**src/rtl/pslot_pkg.sv**
```systemverilog
package pslot_pkg;
  localparam int SLOT_W   = 2;
  localparam int PAGE_CNT = 4;
  localparam int MAP_W    = SLOT_W * PAGE_CNT;
  localparam int SLOT_CNT = 1 << SLOT_W;
  localparam int PAGE_BITS = $clog2(PAGE_CNT);
  typedef logic [SLOT_W-1:0] slot_t;
endpackage

```
**src/rtl/pslot_io_port.sv**
```systemverilog
module pslot_io_port
  import pslot_pkg::*;
#(
  parameter int ADDR_W = 16,
  parameter int PORT_W = 8,
  parameter logic [PORT_W-1:0] PORT_ADDR = 8'hA8
) (
  input  logic              clk,
  input  logic              rst,
  input  logic [ADDR_W-1:0] addr,
  input  logic [MAP_W-1:0]  wr_data,
  input  logic              iorq,
  input  logic              io_rd,
  input  logic              io_wr,
  output logic [MAP_W-1:0]  map_q,
  output logic [MAP_W-1:0]  rd_data
);
  logic port_hit;
  logic wr_en;
  logic rd_en;

  // Only the low byte of the I/O address takes part in the match.
  assign port_hit = (addr[PORT_W-1:0] == PORT_ADDR);
  assign wr_en    = iorq && io_wr && port_hit;
  assign rd_en    = iorq && io_rd && port_hit;

  always_ff @(posedge clk) begin
    if (rst) begin
      map_q <= '0;
    end else if (wr_en) begin
      map_q <= wr_data;
    end
  end

  always_ff @(posedge clk) begin
    if (rst) begin
      rd_data <= '0;
    end else if (rd_en) begin
      rd_data <= map_q;
    end else begin
      rd_data <= '0;
    end
  end
endmodule

```
**src/rtl/pslot_page_decode.sv**
```systemverilog
module pslot_page_decode
  import pslot_pkg::*;
#(
  parameter int ADDR_W = 16
) (
  input  logic              clk,
  input  logic              rst,
  input  logic [ADDR_W-1:0] addr,
  input  logic              mreq,
  input  logic [MAP_W-1:0]  map_q,
  output logic [SLOT_CNT-1:0] slot_sel
);
  slot_t                 field_arr [PAGE_CNT];
  logic [PAGE_BITS-1:0]  page_idx;
  slot_t                 cur_slot;
  logic [SLOT_CNT-1:0]   onehot_d;

  // Unpack the register into one field per page.
  for (genvar p = 0; p < PAGE_CNT; p++) begin : g_field
    assign field_arr[p] = map_q[p*SLOT_W +: SLOT_W];
  end

  assign page_idx = addr[ADDR_W-1 -: PAGE_BITS];
  assign cur_slot = field_arr[page_idx];

  for (genvar s = 0; s < SLOT_CNT; s++) begin : g_sel
    assign onehot_d[s] = mreq && (cur_slot == SLOT_W'(s));
  end

  always_ff @(posedge clk) begin
    if (rst) begin
      slot_sel <= '0;
    end else begin
      slot_sel <= onehot_d;
    end
  end
endmodule

```
**src/rtl/pslot_map_top.sv**
```systemverilog
module pslot_map_top
  import pslot_pkg::*;
#(
  parameter int ADDR_W = 16,
  parameter int PORT_W = 8,
  parameter logic [PORT_W-1:0] PORT_ADDR = 8'hA8
) (
  input  logic              clk,
  input  logic              rst,
  input  logic [ADDR_W-1:0] addr,
  input  logic [7:0]        wr_data,
  input  logic              iorq,
  input  logic              io_rd,
  input  logic              io_wr,
  input  logic              mreq,
  output logic [7:0]        rd_data,
  output logic [3:0]        slot_sel
);
  logic [MAP_W-1:0] map_q;

  pslot_io_port #(
    .ADDR_W   (ADDR_W),
    .PORT_W   (PORT_W),
    .PORT_ADDR(PORT_ADDR)
  ) u_port (
    .clk    (clk),
    .rst    (rst),
    .addr   (addr),
    .wr_data(wr_data),
    .iorq   (iorq),
    .io_rd  (io_rd),
    .io_wr  (io_wr),
    .map_q  (map_q),
    .rd_data(rd_data)
  );

  pslot_page_decode #(
    .ADDR_W(ADDR_W)
  ) u_dec (
    .clk     (clk),
    .rst     (rst),
    .addr    (addr),
    .mreq    (mreq),
    .map_q   (map_q),
    .slot_sel(slot_sel)
  );
endmodule

```
**config.mk**
```make
export PLATFORM = sky130hd
export DESIGN_NAME = pslot_map_top
export DESIGN_NICKNAME = d
export VERILOG_FILES = /design/src/rtl/pslot_pkg.sv /design/src/rtl/pslot_io_port.sv /design/src/rtl/pslot_page_decode.sv /design/src/rtl/pslot_map_top.sv
export SDC_FILE = /design/constraint.sdc
export NUM_CORES = 1
export LEC_CHECK = 0
export BUFFER_PORTS_ARGS = -buffer_cell sky130_fd_sc_hd__buf_2
export CAP_MARGIN = 10
export CORE_MARGIN = 4
export CORE_UTILIZATION = 30
export CTS_CLUSTER_DIAMETER = 120
export DETAILED_ROUTE_END_ITERATION = 8
export PLACE_DENSITY_LB_ADDON = 0.08
export SYNTH_ARGS = -nofsm -noshare
export SYNTH_HDL_FRONTEND = slang
export SYNTH_HIERARCHICAL = 1
export SYNTH_SLANG_ARGS = --single-unit
```
**constraint.sdc**
```tcl
create_clock -name clk -period 2.6 [get_ports clk]
set_input_delay 0.13 -clock clk [delete_from_list [all_inputs] [get_ports clk]]
set_output_delay 0.13 -clock clk [all_outputs]
set_load 0.01 [all_outputs]
```
# Word-level counts from Yosys, hierarchy flattened
# Cells that the tools add are included.
totals:
  regBits: 20
  inputBits: 30
  out_inout_bits: 12
  word_cells: 23
classes:
  magnitude_cmp: 1
  n_eq_ne: 4
  n_mux: 3
  n_bitwise: 2
  n_reduce_logical: 10
ops:
  columns: ["op", "count"]
  rows:
  - ["$eq 8x8->1 const B", 1]
  - ["$logic_and 1x1->1", 8]
  - ["$bmux 2 s2", 1]
  - ["$eq 2x2->1 const B", 2]
  - ["$mux 2", 2]
  - ["$ge 3x3->1 const B", 1]
  - ["$not 2->3", 1]
  - ["$eq 2x1->1 const B", 1]
  - ["$logic_not 2->1", 1]
  - ["$reduce_or 2->1", 1]
  - ["$not 1->1", 1]

# Longest topological paths before layout
logic_depth:
  depth_word: 6
  ltp_mapped: 3
  depth_no_buf: 3

# By module
# The synthesis kept the hierarchy.
modules_own_cells:
  columns: ["module", "instances", "cells_per_inst", "area_each_um2", "seq_area_each_um2"]
  rows:
  - ["pslot_io_port", 1, 56, 626.9, 320.3]
  - ["pslot_page_decode", 1, 11, 166.4, 80.1]

# Worst setup path after synthesis
# Ideal clock, no wire load.
synth_path:
  path_type: "input port to flip-flop"
  from: "input port addr[6]"
  to: "register u_port.map_q[0]"
  setup_ns: 0.072
  t_arrival_ns: 1.351
  t_required_ns: 2.528
  slack_ns: 1.178
  cell_stages: 3
  n_path_buf: 0
  path_cell_list: "or4b_4 > nor4_4 > mux2i_1"
synth_via:
  elab_chain_len: 2
synth_rtl:
  columns: ["element", "line_no", "source"]
  rows:
  - ["start: declaration", "pslot_map_top.sv:10", "input logic [ADDR_W-1:0] addr,"]
  - ["$eq 8x8->1", "pslot_io_port.sv:23", "assign port_hit = (addr[PORT_W-1:0] == PORT_ADDR);"]
  - ["$logic_and 1x1->1", "pslot_io_port.sv:24", "assign wr_en = iorq && io_wr && port_hit;"]
  - ["end signal: assignment", "pslot_io_port.sv:31", "map_q <= wr_data;"]
  - ["end: declaration", "pslot_io_port.sv:15", "output logic [MAP_W-1:0] map_q,"]
# Every way passes these cells.
# A chain may end at the register's enable or synchronous reset.

# Worst setup path after layout
layout_path:
  from: "input port addr[6]"
  to: "register u_port.map_q[3]"
# The elaborated chain is that of the path after synthesis.

==> flow_metrics.env <==
export IMPL_finalMaxSlewViolations=0
export IMPL_tritoncts="built"
export IMPL_pwr_density_cell_nw_per_um2=469.6
export IMPL_hp_start="wr_data[5]"
export IMPL_clock_latency_ps=290
export IMPL_r2r_start="u_port/map_q[4]"
export IMPL_critPathCaptureType="register"
export IMPL_place_gp_congestion=0.6493
export IMPL_finalHoldViolCount=0
export IMPL_drc=0
export IMPL_clock_path_buffers=2
export IMPL_p_leak_uw=0.0004506
export IMPL_fp_dieW_um=59.42
export IMPL_worstPathCellList="buf_2 -> or4b_4 -> nor4_4 -> mux2i_1"
export IMPL_netlist_instances=67
export IMPL_drtIter0Drc=4
export IMPL_ys_seq_area_share_pct=50.47
export IMPL_path_clk_slew_ps=100
export IMPL_routed_wl_mm=1.470
export IMPL_critPathMaxStageDelay_ps=560
export IMPL_ys_types=16
export IMPL_tritoncts_num_buffers=3
export IMPL_yosys_warnings=6
export IMPL_root_buffer="clkbuf_4"
export IMPL_cts_hold_buf=0
export IMPL_path_max_fanout=8
export IMPL_drive_gt1_share_pct=44.23
export IMPL_nets=136
export IMPL_post_cts_resized=0
export IMPL_slew_headroom_pct=51.17
export IMPL_grt_pass1_vias=594
export IMPL_clock_sinks=20
export IMPL_die_area_um2=3531
export IMPL_worstPathArrival_ps=1600
export IMPL_rows=18
export IMPL_wire_per_inst_um=10.97
export IMPL_clock_fmax_mhz=726.4
export IMPL_syn_num_nets=97
export IMPL_post_cts_buffers=0
export IMPL_setup_viol=0
export IMPL_skew_ps=5.062
export IMPL_gr_total_overflow=0
export IMPL_port_buffers=35
export IMPL_avgViaCountPerCell=4.425
export IMPL_via_count=593
export IMPL_grt_usage_pct=9.389
export IMPL_grt_max_degree=20
export IMPL_rsz0062_at_grt="no"
export IMPL_worstMarginPinSlew_ps=727.1
export IMPL_htreeDepth=1
export IMPL_synth_seq_cells=20
export IMPL_hp_class="in -> reg"
export IMPL_grt_pass1_wl_mm=2.449
export IMPL_cp_start_kind="input pin"
export IMPL_startpoint="addr[6]"
export IMPL_maxCapViolations=0
export IMPL_initial_core_util_pct=31.73
export IMPL_drt_pass1_iter_count=2
export IMPL_crit_slowest_cell="nor4_4"
export IMPL_irDropWorstVdd_uv=231.7
export IMPL_syn_area_per_cell_um2=11.84
export IMPL_period_minus_slack_ps=1377
export IMPL_drt_antenna_violating_nets=0
export IMPL_core_um2=2500
export IMPL_syn2layout_area_growth_pct=29.18
export IMPL_grt_antenna_before_repair=0
export IMPL_finalSetupTns_ps=0
export IMPL_outcome="completed"
export IMPL_io_pins=42
export IMPL_syn_area_um2=793.3
export IMPL_required_ps=2820
export IMPL_fin_crit_sh_pct=52.95
export IMPL_crit_type="in -> reg"
export IMPL_fin_util_pct=40.99
export IMPL_diodes=0
export IMPL_die_h_um=59.42
## worst max-delay path: cells and delay by family
kind / cells / cell delay (ps)
simple gates: 2 / 1110
mux: 1 / 250
buf+inv: 1 / 100
## stage by stage
step / setup slack, ps / total power [uW] / cell area [um^2] / std cells / hold slack [ps]
floorplan: 1178 / 330.2 / 793.3 / 67 / 284.7
global placement: 921.5 / 350.6 / 1002 / 131 / 391.5
detailed placement: 910.3 / 351.8 / 1002 / 131 / 401.5
CTS: 1230 / 494.5 / 1025 / 134 / 72.01
global route: 1160 / 507.7 / 1025 / 134 / 83.88
finish: 1223 / 481.3 / 1025 / 134 / 89.77
## cell families after synthesis
family                 Yosys count  synth area share, %
AND/OR/NAND/NOR                 34                32.33
flip-flops                      20                50.47
multiplexers                    10                15.77
buffers and inverters            3                1.418
## power breakdown
group,switching [uW],internal (uW),leakage (uW)
Sequential,0.205,307,0.000161
Clock,83.6,53.8,0.0000138
Combinational,14.6,22.0,0.000276
## flip-flops by register name (all words and copies together), names as in the netlist
| name | count |
|---|---|
| u_port/rd_data | 8 |
| u_dec/slot_sel | 4 |
| u_port/map_q | 8 |
## area by class of cell
class / instances / area [um^2]
clock buffer: 3 / 22.52
inverter: 2 / 7.507
multi-input combinational: 44 / 381.6
tap: 30 / 37.54
timing repair buffer: 35 / 175.2
sequential: 20 / 400.4
fill: 260 / 1475
## worst paths after layout
| kind | to | slack [ps] | cells past startpoint |
|---|---|---|---|
| worst max register to register | u_dec/slot_sel[1] | 1400 | 2 |
| worst min register to register | u_port/rd_data[6] | 490 | 1 |
| worst max-delay path | u_port/map_q[3] | 1220 | 4 |
| worst min-delay path | u_port/map_q[5] | 90 | 3 |
## cell usage after synthesis
library cell	n	area (um^2)
mux4_2	2	45.04
inv_1	1	3.750
nand4bb_1	1	11.26
and4bb_2	1	12.51
nor3b_1	1	7.510
nor3_1	1	5.000
nand2b_1	18	112.6
clkbuf_1	1	3.750
and2_1	8	50.05
dfxtp_1	20	400.4
or4b_4	1	13.76
inv_2	1	3.750
and3b_2	1	10.01
nor4_2	1	12.51
nor4_4	1	21.27
mux2i_1	8	80.08
## placed cells by master, fill, tap and decap left out, drive strengths merged
| cell type | n |
|---|---|
| dfxtp | 20 |
| nor4 | 2 |
| nor3 | 1 |
| or4b | 1 |
| nand4bb | 1 |
| clkbuf | 3 |
| and3b | 1 |
| and2 | 8 |
| and4bb | 1 |
| nand2b | 18 |
| buf | 35 |
| nor3b | 1 |
| mux4 | 2 |
| inv | 2 |
| mux2i | 8 |
## layer usage
layer,track usage [%],part of all wire (%),vias up
li1,-,-,301
met1,11.41,41,270
met2,15.29,50,22
met3,3.486,8.4,0
met4,2.913,0,0
met5,0,0,-
Power figures use the tool's default switching activity.
